`src/rtl/tps_pkg.sv`:
```
package tps_pkg;
  localparam int DATA_W   = 32;
  localparam int FSZ_W    = 5;
  localparam int CNT_W    = 6;
  localparam int DIV_W    = 4;
  localparam int BASE_MAX = 16;
  localparam int LEN_W    = $clog2(DATA_W) + 1;
  localparam int NSCK_W   = CNT_W + 1;

  typedef struct packed {
    logic [DIV_W-1:0] div;
    logic [FSZ_W-1:0] fsz;
    logic [CNT_W-1:0] mt_cnt;
    logic             tb_en;
    logic             mt_en;
    logic             src_alt;
    logic             pol;
  } cfg_t;

  localparam int CFG_BITS = $bits(cfg_t);
endpackage

```
`src/rtl/tps_trig_edge.sv`:
```
module tps_trig_edge #(
  parameter int SYNC = 2
) (
  input  logic clk_i,
  input  logic rst_ni,
  input  logic trig_i,
  input  logic pol_i,
  output logic edge_o
);
  logic [SYNC:0] sh_q;

  always_ff @(posedge clk_i or negedge rst_ni) begin
    if (!rst_ni) sh_q <= '0;
    else         sh_q <= {sh_q[SYNC-1:0], trig_i};
  end

  // sh_q[SYNC-1] is synchronized level, sh_q[SYNC] its previous value
  assign edge_o = pol_i ? (sh_q[SYNC-1] & ~sh_q[SYNC])
                        : (~sh_q[SYNC-1] & sh_q[SYNC]);
endmodule

```
`src/rtl/tps_sck_gen.sv`:
```
module tps_sck_gen
  import tps_pkg::*;
(
  input  logic              clk_i,
  input  logic              rst_ni,
  input  logic              start_i,
  input  logic [DIV_W-1:0]  div_i,
  input  logic [NSCK_W-1:0] nsck_i,
  output logic              busy_o,
  output logic              sck_o,
  output logic              fall_o,
  output logic              done_o
);
  logic              busy_q, sck_q, done_q;
  logic [DIV_W-1:0]  hcnt_q, div_q;
  logic [NSCK_W-1:0] bit_q, n_q;
  logic              tick, last;

  assign tick   = busy_q && (hcnt_q == div_q);
  assign last   = (bit_q == n_q - NSCK_W'(1));
  assign fall_o = tick && sck_q;

  always_ff @(posedge clk_i or negedge rst_ni) begin
    if (!rst_ni) begin
      busy_q <= 1'b0;
      sck_q  <= 1'b0;
      done_q <= 1'b0;
      hcnt_q <= '0;
      div_q  <= '0;
      bit_q  <= '0;
      n_q    <= '0;
    end else begin
      done_q <= 1'b0;
      if (start_i) begin
        busy_q <= 1'b1;
        sck_q  <= 1'b0;
        hcnt_q <= '0;
        bit_q  <= '0;
        div_q  <= div_i;
        n_q    <= nsck_i;
      end else if (tick) begin
        hcnt_q <= '0;
        sck_q  <= ~sck_q;
        if (sck_q) begin
          if (last) begin
            busy_q <= 1'b0;
            done_q <= 1'b1;
          end else begin
            bit_q <= bit_q + NSCK_W'(1);
          end
        end
      end else if (busy_q) begin
        hcnt_q <= hcnt_q + DIV_W'(1);
      end
    end
  end

  assign busy_o = busy_q;
  assign sck_o  = sck_q;
  assign done_o = done_q;

  assert_sck_idle_low_R3: assert property (@(posedge clk_i) disable iff (!rst_ni)
    !busy_q |-> !sck_q);
  assert_done_single_R10: assert property (@(posedge clk_i) disable iff (!rst_ni)
    done_q |=> !done_q);
  assert_done_after_busy_R10: assert property (@(posedge clk_i) disable iff (!rst_ni)
    done_q |-> ($past(busy_q) && !busy_q));
endmodule

```
`src/rtl/tps_shifter.sv`:
```
module tps_shifter
  import tps_pkg::*;
(
  input  logic              clk_i,
  input  logic              rst_ni,
  input  logic              load_i,
  input  logic [DATA_W-1:0] data_i,
  input  logic [LEN_W-1:0]  shamt_i,
  input  logic              shift_i,
  output logic              msb_o
);
  logic [DATA_W-1:0] sr_q;

  always_ff @(posedge clk_i or negedge rst_ni) begin
    if (!rst_ni)      sr_q <= '0;
    else if (load_i)  sr_q <= data_i << shamt_i;
    else if (shift_i) sr_q <= {sr_q[DATA_W-2:0], 1'b0};
  end

  assign msb_o = sr_q[DATA_W-1];
endmodule

```
`src/rtl/tps_top.sv`:
```
module tps_top
  import tps_pkg::*;
(
  input  logic        clk_i,
  input  logic        rst_ni,
  input  logic        cfg_we_i,
  input  logic [31:0] cfg_wdata_i,
  output logic [31:0] cfg_o,
  input  logic        alt_we_i,
  input  logic [31:0] alt_wdata_i,
  input  logic [31:0] pins_i,
  input  logic        trig_i,
  output logic        sck_o,
  output logic        sdo_o,
  output logic        busy_o,
  output logic        done_o,
  output logic        ovr_o,
  output logic        cfg_err_o
);
  cfg_t              cfg_q;
  logic [DATA_W-1:0] alt_q;
  logic              ovr_q;
  logic              trig_edge, accept, busy, sck, fall, msb;
  logic [LEN_W-1:0]  frame_raw, frame_len, shamt;
  logic [NSCK_W-1:0] mt_len, nsck;
  logic              cfg_err;
  logic [31-CFG_BITS:0] unused_wbits;

  assign unused_wbits = cfg_wdata_i[31:CFG_BITS];

  always_ff @(posedge clk_i or negedge rst_ni) begin
    if (!rst_ni) begin
      cfg_q <= '0;
      alt_q <= '0;
      ovr_q <= 1'b0;
    end else begin
      if (cfg_we_i) cfg_q <= cfg_t'(cfg_wdata_i[CFG_BITS-1:0]);
      if (alt_we_i) alt_q <= alt_wdata_i;
      if (trig_edge && busy) ovr_q <= 1'b1;
    end
  end

  // frame length: timed-bus allows full width, otherwise capped
  assign frame_raw = LEN_W'(cfg_q.fsz) + LEN_W'(1);
  assign frame_len = (!cfg_q.tb_en && frame_raw > LEN_W'(BASE_MAX)) ? LEN_W'(BASE_MAX)
                                                                     : frame_raw;
  assign mt_len    = NSCK_W'(cfg_q.mt_cnt) + NSCK_W'(1);
  assign nsck      = (cfg_q.mt_en && !cfg_q.tb_en) ? mt_len : NSCK_W'(frame_len);
  assign cfg_err   = cfg_q.mt_en && !cfg_q.tb_en && (mt_len < NSCK_W'(frame_len));
  assign shamt     = LEN_W'(DATA_W) - frame_len;
  assign accept    = trig_edge && !busy && !cfg_err;

  tps_trig_edge #(.SYNC(2)) u_edge (
    .clk_i  (clk_i),
    .rst_ni (rst_ni),
    .trig_i (trig_i),
    .pol_i  (cfg_q.pol),
    .edge_o (trig_edge)
  );

  tps_sck_gen u_sck (
    .clk_i   (clk_i),
    .rst_ni  (rst_ni),
    .start_i (accept),
    .div_i   (cfg_q.div),
    .nsck_i  (nsck),
    .busy_o  (busy),
    .sck_o   (sck),
    .fall_o  (fall),
    .done_o  (done_o)
  );

  // shift register doubles as the serialization register for pin captures
  tps_shifter u_shf (
    .clk_i   (clk_i),
    .rst_ni  (rst_ni),
    .load_i  (accept),
    .data_i  (cfg_q.src_alt ? alt_q : pins_i),
    .shamt_i (shamt),
    .shift_i (fall),
    .msb_o   (msb)
  );

  assign cfg_o     = {{(32-CFG_BITS){1'b0}}, cfg_q};
  assign sck_o     = sck;
  assign sdo_o     = busy & msb;
  assign busy_o    = busy;
  assign ovr_o     = ovr_q;
  assign cfg_err_o = cfg_err;

  assert_err_blocks_start_R7: assert property (@(posedge clk_i) disable iff (!rst_ni)
    (!busy && cfg_err && !cfg_we_i) |=> !busy);
  assert_ovr_sticky_R11: assert property (@(posedge clk_i) disable iff (!rst_ni)
    ovr_q |=> ovr_q);
  assert_sdo_stable_high_R3: assert property (@(posedge clk_i) disable iff (!rst_ni)
    (busy && sck && $past(sck)) |-> $stable(sdo_o));
  assert_nsck_fits_frame_R8: assert property (@(posedge clk_i) disable iff (!rst_ni)
    cfg_q.tb_en |-> (nsck == NSCK_W'(frame_len) && !cfg_err));
endmodule

```
`config.mk`:
```
export PLATFORM = sky130hd
export DESIGN_NAME = tps_top
export DESIGN_NICKNAME = d
export VERILOG_FILES = /design/src/rtl/tps_pkg.sv /design/src/rtl/tps_trig_edge.sv /design/src/rtl/tps_sck_gen.sv /design/src/rtl/tps_shifter.sv /design/src/rtl/tps_top.sv
export SDC_FILE = /design/constraint.sdc
export NUM_CORES = 1
export LEC_CHECK = 0
export BUFFER_PORTS_ARGS = -buffer_cell sky130_fd_sc_hd__buf_2
export CORE_ASPECT_RATIO = 1.25
export CORE_MARGIN = 5
export CORE_UTILIZATION = 45
export CTS_BUF_LIST = sky130_fd_sc_hd__clkbuf_4
export DETAILED_ROUTE_END_ITERATION = 12
export PLACE_DENSITY_LB_ADDON = 0.05
export REMOVE_ABC_BUFFERS = 1
export SYNTH_ARGS = -nofsm -noshare
export SYNTH_HDL_FRONTEND = slang
export SYNTH_HIERARCHICAL = 1
export SYNTH_SLANG_ARGS = --single-unit
```
`constraint.sdc`:
```
create_clock -name clk_i -period 4.1 [get_ports clk_i]
set_input_delay 0 -clock clk_i [delete_from_list [all_inputs] [get_ports clk_i]]
set_output_delay 0 -clock clk_i [all_outputs]
set_load 0.02 [all_outputs]
```
==> impl_results.html, run 1 <==
<table>
<tr><th>Metric</th><th>Value</th></tr>
<tr><th colspan="2">Status</th></tr>
<tr><td>Status</td><td>completed</td></tr>
<tr><th colspan="2">Global routing</th></tr>
<tr><td>Total overflow reported by the global router</td><td>0</td></tr>
<tr><td>Maximum number of pins on one net before global-route repair</td><td>83</td></tr>
<tr><td>Antenna violations before repair</td><td>1</td></tr>
<tr><td>Wire length of the first global-routing pass</td><td>35300 um</td></tr>
<tr><td>Via count of the first global-routing pass</td><td>6848</td></tr>
<tr><td>Overall fraction of global-route tracks in use</td><td>0.208</td></tr>
<tr><th colspan="2">Power</th></tr>
<tr><td>Share of power burned in the clock network</td><td>0.130</td></tr>
<tr><td>Relative contribution of sequential cells to total power</td><td>0.337</td></tr>
<tr><td>Static leakage power</td><td>4.15 nW</td></tr>
<tr><td>Part of the total power dissipated in combinational logic</td><td>0.533</td></tr>
<tr><td>Power Total</td><td>0.00475 W</td></tr>
<tr><td>Total net switching power</td><td>0.00200 W</td></tr>
<tr><td>Net Sw Frac</td><td>0.422</td></tr>
<tr><td>Pwr dens</td><td>494 nW/um2</td></tr>
<tr><td>Internal power of the cells</td><td>0.00275 W</td></tr>
<tr><td>Worst supply voltage drop on vdd</td><td>0.000265 V</td></tr>
<tr><th colspan="2">Synth</th></tr>
<tr><td>Flop and latch count out of synthesis</td><td>112</td></tr>
<tr><td>Count leader, synth</td><td>sky130_fd_sc_hd__dfrtp_1</td></tr>
<tr><td>Most frequent cells after synthesis</td><td>sky130_fd_sc_hd__dfrtp_1, sky130_fd_sc_hd__mux2_2, sky130_fd_sc_hd__a21oi_1, sky130_fd_sc_hd__mux2i_1, sky130_fd_sc_hd__nor2_1</td></tr>
<tr><td>Count of flip-flops with a built-in enable after synthesis</td><td>0</td></tr>
<tr><td>Async S/R FF share, synth</td><td>1.00</td></tr>
<tr><td>Syn Inst Count</td><td>769</td></tr>
<tr><td>Count of unique library cells instantiated by Yosys</td><td>78</td></tr>
<tr><td>Post-synthesis instance area</td><td>8180 um2</td></tr>
<tr><td>Predominant post-synthesis flop cell</td><td>sky130_fd_sc_hd__dfrtp_1</td></tr>
<tr><td>Area fraction of the dominant cell type after synthesis</td><td>0.342</td></tr>
<tr><td>Top cells by area in the synthesized netlist</td><td>sky130_fd_sc_hd__dfrtp_1, sky130_fd_sc_hd__mux2_2, sky130_fd_sc_hd__mux4_2</td></tr>
<tr><td>Mean post-synth cell area</td><td>10.6 um2</td></tr>
<tr><td>Leading area contributor after synthesis</td><td>sky130_fd_sc_hd__dfrtp_1</td></tr>
<tr><td>Number of warnings printed during yosys synthesis</td><td>6</td></tr>
<tr><td>Seq/Total Area, Yosys</td><td>0.342</td></tr>
<tr><th colspan="2">Timing</th></tr>
<tr><td>Aggregate negative setup slack</td><td>0 ns</td></tr>
<tr><td>Crit share post-route</td><td>0.933</td></tr>
<tr><td>Hold Fails Final Rpt</td><td>0</td></tr>
<tr><td>Max Slew Vio Count</td><td>0</td></tr>
<tr><td>Post-layout min period</td><td>3.83 ns</td></tr>
<tr><td>Max Fclk</td><td>261 MHz</td></tr>
<tr><td>Skew final</td><td>0.0188 ns</td></tr>
<tr><td>Worst slew margin relative to its limit</td><td>0.269</td></tr>
<tr><td>Setup repair after global routing missed its margin</td><td>false</td></tr>
<tr><td>Pin slew with the least headroom to its limit</td><td>1.10 ns</td></tr>
<tr><td># setup viols final</td><td>0</td></tr>
<tr><td>Worst hold-check slack</td><td>0.0784 ns</td></tr>
<tr><th colspan="2">Clocking</th></tr>
<tr><td>Deepest clock path buffer count</td><td>2</td></tr>
<tr><td>Clock root buffer master</td><td>sky130_fd_sc_hd__clkbuf_4</td></tr>
<tr><td>Total CTS buffers</td><td>9</td></tr>
<tr><td>Clock Sinks</td><td>112</td></tr>
<tr><td>Clock-pin slew reported for the worst setup and hold paths after clock tree synthesis</td><td>0.19 ns</td></tr>
<tr><td>Clk_lat worst skew</td><td>0.49 ns</td></tr>
<tr><td>H-tree Lvls</td><td>3</td></tr>
<tr><td>Clock tree from TritonCTS</td><td>built</td></tr>
<tr><th colspan="2">Worst setup path</th></tr>
<tr><td>Critical Path RT</td><td>4.53 ns</td></tr>
<tr><td>FF-to-FF End</td><td>u_shf/sr_q[28]</td></tr>
<tr><td>Register-to-register setup slack</td><td>0.27 ns</td></tr>
<tr><td>Crit-path max cell delay</td><td>0.44 ns</td></tr>
<tr><td>Largest fanout on the critical path</td><td>6</td></tr>
<tr><td>Critical Path Slowest Stage Cell</td><td>sky130_fd_sc_hd__dfrtp_2</td></tr>
<tr><td>Critical path data arrival time</td><td>4.25 ns</td></tr>
<tr><td>Logic depth of the worst register-to-register path</td><td>17</td></tr>
<tr><td>Crit Reg-Reg Startpoint</td><td>cfg_o[10]</td></tr>
<tr><td>Cell Chain, Critical Path</td><td>ha_1, and4b_4, nand2b_1, a21oi_1, nand2b_1, ha_1, o21a_1, o211ai_1, a211oi_1, a221oi_2, buf_4, nor3b_4, and2b_1, nand2_1, o32ai_1, a31oi_1, a22oi_1</td></tr>
<tr><td>Type of element capturing the critical path</td><td>register</td></tr>
<tr><td>Critical path startpoint category</td><td>register</td></tr>
<tr><td>Type of the worst setup path</td><td>register to register</td></tr>
<tr><th colspan="2">Min path</th></tr>
<tr><td>Hold wc startpoint</td><td>cfg_we_i</td></tr>
<tr><td>Number of stages on the worst hold path</td><td>2</td></tr>
<tr><td>Min-Delay Path Class</td><td>input pin to register</td></tr>
<tr><td>Worst Hold Endpoint</td><td>cfg_o[12]</td></tr>
<tr><th colspan="2">Place</th></tr>
<tr><td>Last weighted congestion value of the routability-driven placer</td><td>0.943</td></tr>
<tr><td># port buffers</td><td>112</td></tr>
<tr><td>HPWL Detailed</td><td>15800 um</td></tr>
<tr><th colspan="2">Floorplanning</th></tr>
<tr><td>Num rows</td><td>55</td></tr>
<tr><td>Core Box Area</td><td>18000 um2</td></tr>
<tr><td>Vertical die dimension</td><td>161 um</td></tr>
<tr><td>Initial Util</td><td>0.454</td></tr>
<tr><td>Die boundary width</td><td>131 um</td></tr>
<tr><td>Die area</td><td>21000 um2</td></tr>
<tr><td>I/O Pins</td><td>139</td></tr>
<tr><th colspan="2">Route</th></tr>
<tr><td>Starting DRC count in detailed routing</td><td>455</td></tr>
<tr><td>DRT antenna net count</td><td>0</td></tr>
<tr><td>Vias/cell</td><td>5.64</td></tr>
<tr><td>Number of DRC violations after detailed routing</td><td>0</td></tr>
<tr><td>Count of vias placed by the detailed router</td><td>6478</td></tr>
<tr><td>Drt pass-1 iters</td><td>4</td></tr>
<tr><td>Sum of routed wire length over all layers</td><td>21300 um</td></tr>
<tr><td>Drt wl/cell</td><td>18.6 um</td></tr>
<tr><th colspan="2">Layout</th></tr>
<tr><td>Share of layout cells above drive strength 1</td><td>0.333</td></tr>
<tr><td>Total Nets Final</td><td>1025</td></tr>
<tr><td>Area grow syn2layout</td><td>17.5%</td></tr>
<tr><th colspan="2">Run</th></tr>
<tr><td>Reported max-cap violation count</td><td>0</td></tr>
</table>
[cells in the final DEF, fill, tap and decap left out, types with 21 or more instances in the layout]
cell | netlist | layout
sky130_fd_sc_hd__mux2_2 | 101 | 101
sky130_fd_sc_hd__nand2_1 | 37 | 37
sky130_fd_sc_hd__nor2_1 | 49 | 48
sky130_fd_sc_hd__inv_1 | 27 | 27
sky130_fd_sc_hd__mux4_2 | 23 | 23
sky130_fd_sc_hd__buf_2 | 9 | 111
sky130_fd_sc_hd__mux2i_1 | 49 | 49
sky130_fd_sc_hd__dfrtp_1 | 112 | 111
sky130_fd_sc_hd__a21oi_1 | 55 | 55
sky130_fd_sc_hd__dlygate4sd3_1 | 0 | 57
sky130_fd_sc_hd__o21ai_0 | 21 | 21
sky130_fd_sc_hd__buf_4 | 16 | 24
[cell families after synthesis]
family,after synthesis,synth area share
buf+inv,100,0.0680
compound gates,155,0.129
flops,112,0.342
other cells,1,0.000458
xor+xnor,24,0.0274
mux,186,0.300
simple gates,181,0.117
fa+ha+maj,10,0.0153
[how the worst max path moves through the flow]
stage | startpoint | end | cells after the start
after detailed placement | cfg_o[10] | u_shf/sr_q[30] | 16
final | cfg_o[10] | u_shf/sr_q[28] | 17
after floorplan | cfg_o[10] | u_shf/sr_q[26] | 11
after global routing | cfg_o[11] | u_shf/sr_q[5] | 18
after global placement | cfg_o[10] | u_shf/sr_q[30] | 16
after CTS | cfg_o[10] | u_shf/sr_q[30] | 16
[cell type report]
cell class	count	area, um2
Timing Repair Buffer	194	1340
Clock inverter	7	88.8
Clock buffer	9	67.6
Fill cell	1630	8410
Multi-Input combinational cell	569	4930
Antenna cell	1	2.50
Inverter	28	105
Sequential cell	112	2800
Tap cell	228	285
[state kept, by name, summed over array words and instances, names as in the netlist]
| name | cells |
|---|---|
| alt_q | 32 |
| u_sck/n_q | 7 |
| u_shf/sr_q | 32 |
| u_sck/busy_o | 1 |
| u_sck/bit_q | 7 |
| u_sck/hcnt_q | 4 |
| u_sck/sck_o | 1 |
| u_edge/sh_q | 3 |
| cfg_o | 19 |
| u_sck/div_q | 4 |
| u_sck/done_o | 1 |
| ovr_o | 1 |
[power by group through the flow]
stage | clock network [W] | registers, W | logic [W]
6_report | 0.000617 | 0.00160 | 0.00253
5_1_grt | 0.000689 | 0.00163 | 0.00276
4_1_cts | 0.000644 | 0.00160 | 0.00252
3_5_place_dp | 0 | 0.00162 | 0.00247
3_3_place_gp | 0 | 0.00161 | 0.00241
2_1_floorplan | 0 | 0.00161 | 0.00176
[critical path: cells and delay by family (launching register included)]
| family | cells | cell delay, ns |
|---|---|---|
| simple gates | 6 | 1.38 |
| flops | 1 | 0.44 |
| compound gates | 8 | 1.32 |
| fa+ha+maj | 2 | 0.46 |
| buf+inv | 1 | 0.17 |
[what timing repair did]
| item | in CTS | in global routing |
|---|---|---|
| setup endpoints to repair | 0 | 14 |
| hold buffers | 57 | 0 |
| endpoints found under the hold margin | 133 | 0 |
| resized for setup | 0 | 6 |
| setup buffers | 0 | 2 |
[metrics by stage]
| stage | area, um2 | cells | util | setup slack [ns] |
|---|---|---|---|---|
| finish | 9620 | 1148 | 0.534 | 0.273 |
| global route | 9620 | 1148 | 0.534 | 0.00220 |
| CTS | 9580 | 1145 | 0.531 | 0.149 |
| detailed placement | 8850 | 1072 | 0.491 | 0.164 |
| global placement | 8850 | 1072 | 0.491 | 0.323 |
| floorplan | 7780 | 709 | - | -4.49 |
[metal layers]
layer,vias to the layer above,track usage,share of wire
li1,3088,-,-
met1,3215,0.256,0.40
met3,30,0.0279,0.033
met4,0,0.0762,0.028
met2,145,0.366,0.54
met5,-,0,0
Note: power is estimated with default switching activity, not from simulation.
==> run 2, diff against run 1 <==
--- a/config.mk
+++ b/config.mk
@@ -9,5 +9,5 @@
 export CORE_ASPECT_RATIO = 1.25
 export CORE_MARGIN = 5
-export CORE_UTILIZATION = 45
+export CORE_UTILIZATION = 30
 export CTS_BUF_LIST = sky130_fd_sc_hd__clkbuf_4
 export DETAILED_ROUTE_END_ITERATION = 12
==> constraint.sdc (replaced) <==
create_clock -name clk_i -period 4.1 [get_ports clk_i]
set_input_delay 0.82 -clock clk_i [delete_from_list [all_inputs] [get_ports clk_i]]
set_output_delay 0.82 -clock clk_i [all_outputs]
set_load 0.02 [all_outputs]
==> impl_results.html, run 2 (same netlist as run 1, synthesis figures left out) <==
<table>
<tr><th>Metric</th><th>Value</th></tr>
<tr><th colspan="2">Status</th></tr>
<tr><td>Status</td><td>completed</td></tr>
<tr><th colspan="2">Route</th></tr>
<tr><td>Count of vias placed by the detailed router</td><td>6326 (-2.3%)</td></tr>
<tr><td>Vias/cell</td><td>5.23 (-7.4%)</td></tr>
<tr><td>Sum of routed wire length over all layers</td><td>22700 um (+6.4%)</td></tr>
<tr><td>Number of DRC violations after detailed routing</td><td>0 (unchanged)</td></tr>
<tr><td>Starting DRC count in detailed routing</td><td>305 (-33%)</td></tr>
<tr><td>Drt wl/cell</td><td>18.7 um (+0.91%)</td></tr>
<tr><td>Highest metal layer with signal wires</td><td>met4</td></tr>
<tr><td>Detailed-route wire length on metal 1</td><td>9290 um (+7.9%)</td></tr>
<tr><td>Met3 wire len</td><td>754 um (+6.6%)</td></tr>
<tr><td>DRT antenna net count</td><td>0 (unchanged)</td></tr>
<tr><td>Met2 WL post-DR</td><td>12100 um (+6.2%)</td></tr>
<tr><td>Drt pass-1 iters</td><td>4 (unchanged)</td></tr>
<tr><th colspan="2">Place</th></tr>
<tr><td>HPWL Detailed</td><td>17100 um (+8.3%)</td></tr>
<tr><td># port buffers</td><td>112 (unchanged)</td></tr>
<tr><td>Last weighted congestion value of the routability-driven placer</td><td>0.803 (-15%)</td></tr>
<tr><th colspan="2">Floorplanning</th></tr>
<tr><td>Vertical die dimension</td><td>195 um (+21%)</td></tr>
<tr><td>Num rows</td><td>67 (+22%)</td></tr>
<tr><td>Core Box Area</td><td>26900 um2 (+49%)</td></tr>
<tr><td>I/O Pins</td><td>139 (unchanged)</td></tr>
<tr><td>Die area</td><td>30700 um2 (+46%)</td></tr>
<tr><td>Die boundary width</td><td>158 um (+21%)</td></tr>
<tr><td>Initial Util</td><td>0.304 (-0.150)</td></tr>
<tr><th colspan="2">Timing</th></tr>
<tr><td># setup viols final</td><td>0 (unchanged)</td></tr>
<tr><td>Max Fclk</td><td>256 MHz (-2.2%)</td></tr>
<tr><td>Pin slew with the least headroom to its limit</td><td>0.829 ns (-0.267 ns)</td></tr>
<tr><td>Aggregate negative setup slack</td><td>0 ns (unchanged)</td></tr>
<tr><td>Worst slew margin relative to its limit</td><td>0.447 (+0.178)</td></tr>
<tr><td>Hold Fails Final Rpt</td><td>0 (unchanged)</td></tr>
<tr><td>Crit share post-route</td><td>0.954 (+0.0207)</td></tr>
<tr><td>Setup repair after global routing missed its margin</td><td>false</td></tr>
<tr><td>Post-layout min period</td><td>3.91 ns (+0.0847 ns)</td></tr>
<tr><td>Max Slew Vio Count</td><td>0 (unchanged)</td></tr>
<tr><td>Skew final</td><td>0.0242 ns (+0.00546 ns)</td></tr>
<tr><th colspan="2">Clocking</th></tr>
<tr><td>Clock root buffer master</td><td>sky130_fd_sc_hd__clkbuf_4</td></tr>
<tr><td>Clk_lat worst skew</td><td>0.52 ns (+0.03 ns)</td></tr>
<tr><td>Hold buffer count at cts</td><td>0 (-100%)</td></tr>
<tr><td>H-tree Lvls</td><td>3 (unchanged)</td></tr>
<tr><td>Clock-pin slew reported for the worst setup and hold paths after clock tree synthesis</td><td>0.16 ns (-0.03 ns)</td></tr>
<tr><td>Clock Sinks</td><td>112 (unchanged)</td></tr>
<tr><td>Total CTS buffers</td><td>9 (unchanged)</td></tr>
<tr><td>Clock tree from TritonCTS</td><td>built</td></tr>
<tr><td>Deepest clock path buffer count</td><td>2 (unchanged)</td></tr>
<tr><th colspan="2">Global routing</th></tr>
<tr><td>Via count of the first global-routing pass</td><td>6863 (+0.22%)</td></tr>
<tr><td>Maximum number of pins on one net before global-route repair</td><td>60 (-28%)</td></tr>
<tr><td>Antenna violations before repair</td><td>1 (unchanged)</td></tr>
<tr><td>Total overflow reported by the global router</td><td>0 (unchanged)</td></tr>
<tr><td>Wire length of the first global-routing pass</td><td>36500 um (+3.5%)</td></tr>
<tr><td>Overall fraction of global-route tracks in use</td><td>0.149 (-0.0589)</td></tr>
<tr><th colspan="2">Worst setup path</th></tr>
<tr><td>Largest fanout on the critical path</td><td>8 (+2)</td></tr>
<tr><td>Critical path data arrival time</td><td>3.09 ns (-1.16 ns)</td></tr>
<tr><td>Critical path startpoint category</td><td>register</td></tr>
<tr><td>Critical Path RT</td><td>3.28 ns (-1.25 ns)</td></tr>
<tr><td>Type of element capturing the critical path</td><td>output port</td></tr>
<tr><td>Type of the worst setup path</td><td>register to output port</td></tr>
<tr><th colspan="2">Layout</th></tr>
<tr><td>Commonest cells after routing, fill and taps aside</td><td>sky130_fd_sc_hd__dfrtp_1, sky130_fd_sc_hd__buf_2, sky130_fd_sc_hd__mux2_2</td></tr>
<tr><td>Share of layout cells above drive strength 1</td><td>0.356 (+0.0235)</td></tr>
<tr><td>Leading cell type in the layout, fill and taps excluded</td><td>sky130_fd_sc_hd__dfrtp_1</td></tr>
<tr><td>Area grow syn2layout</td><td>13.5%</td></tr>
<tr><td>Total Nets Final</td><td>971 (-5.3%)</td></tr>
<tr><td>Post-route core utilization</td><td>0.345 (-0.188)</td></tr>
<tr><th colspan="2">Min path</th></tr>
<tr><td>Min-Delay Path Class</td><td>register to register</td></tr>
<tr><th colspan="2">Power</th></tr>
<tr><td>Power Total</td><td>0.00480 W (+1.1%)</td></tr>
<tr><td>Worst supply voltage drop on vdd</td><td>0.000170 V (-36%)</td></tr>
<tr><td>Static leakage power</td><td>3.94 nW (-5.0%)</td></tr>
<tr><td>Pwr dens</td><td>517 nW/um2 (+4.7%)</td></tr>
<tr><th colspan="2">Run</th></tr>
<tr><td>Reported max-cap violation count</td><td>0 (unchanged)</td></tr>
</table>
run 2: cell types whose count changed in the layout (fill, tap and decap cells not counted), sizes merged:
cell,change
dlygate4sd3,-57
buf,+3
clkinv,-3
bufinv,+2
inv,-2
clkbuf,+1
clkinvlp,+1
run 2: through the flow:
step | instances | setup WS, ns | cell area [um2] | hold WS, ns
global placement | 1191 | 0.268 | 9050 | 0.333
floorplan | 709 | -4.49 | 7780 | 0.331
CTS | 1207 | 0.0448 | 9240 | 0.342
finish | 1210 | 0.189 | 9290 | 0.372
global route | 1210 | 0.00102 | 9290 | 0.334
detailed placement | 1191 | 0.224 | 9050 | 0.338
run 2: path summary, 6_finish.rpt:
check / end / cells after the start / slack [ns] / from
worst min-delay path: u_edge/sh_q[1] / 0 / 0.37 / u_edge/sh_q[0]
worst max-delay path: cfg_err_o / 10 / 0.19 / cfg_o[14]
worst max register to register: u_shf/sr_q[28] / 18 / 0.30 / cfg_o[10]
max in group asynchronous: alt_q[20] / 2 / 2.93 / rst_ni
min in group asynchronous: cfg_o[8] / 1 / 0.38 / rst_ni
worst min register to register: u_edge/sh_q[1] / 0 / 0.37 / u_edge/sh_q[0]
run 2: area by class of cell:
type	instances	area, um2
Antenna cell	1	2.50
Clock buffer	10	75.1
Clock inverter	5	106
Fill cell	2761	17600
Inverter	28	105
Multi-Input combinational cell	569	4930
Sequential cell	112	2800
Tap cell	345	432
Timing Repair Buffer	140	830
run 2: power by group:
part / total (W) / internal [W] / switching (W)
registers: 0.00159 / 0.00139 / 0.000194
clock network: 0.000702 / 0.000313 / 0.000389
logic: 0.00251 / 0.00112 / 0.00139
run 2: what timing repair did:
item,CTS,global route
pin swaps,1,1
buffers inserted,1,2
gates resized for setup,0,7
setup endpoints to repair,1,13
run 2: per-layer routing:
layer / up-vias / track usage
li1: 2983 / -
met1: 3195 / 0.178
met2: 121 / 0.270
met3: 27 / 0.0211
met4: 0 / 0.0526
met5: - / 0
run 2: critical path, cell delays in order (launching register included):
cell and delay (ns):
sky130_fd_sc_hd__dfrtp_1 0.52, sky130_fd_sc_hd__and4b_4 0.42, sky130_fd_sc_hd__nand2b_1 0.08, sky130_fd_sc_hd__a21oi_2 0.17
sky130_fd_sc_hd__nand2b_1 0.19, sky130_fd_sc_hd__ha_1 0.25, sky130_fd_sc_hd__o21a_1 0.17, sky130_fd_sc_hd__o211ai_1 0.15
sky130_fd_sc_hd__a211oi_1 0.09, sky130_fd_sc_hd__a221oi_2 0.35, sky130_fd_sc_hd__buf_4 0.20
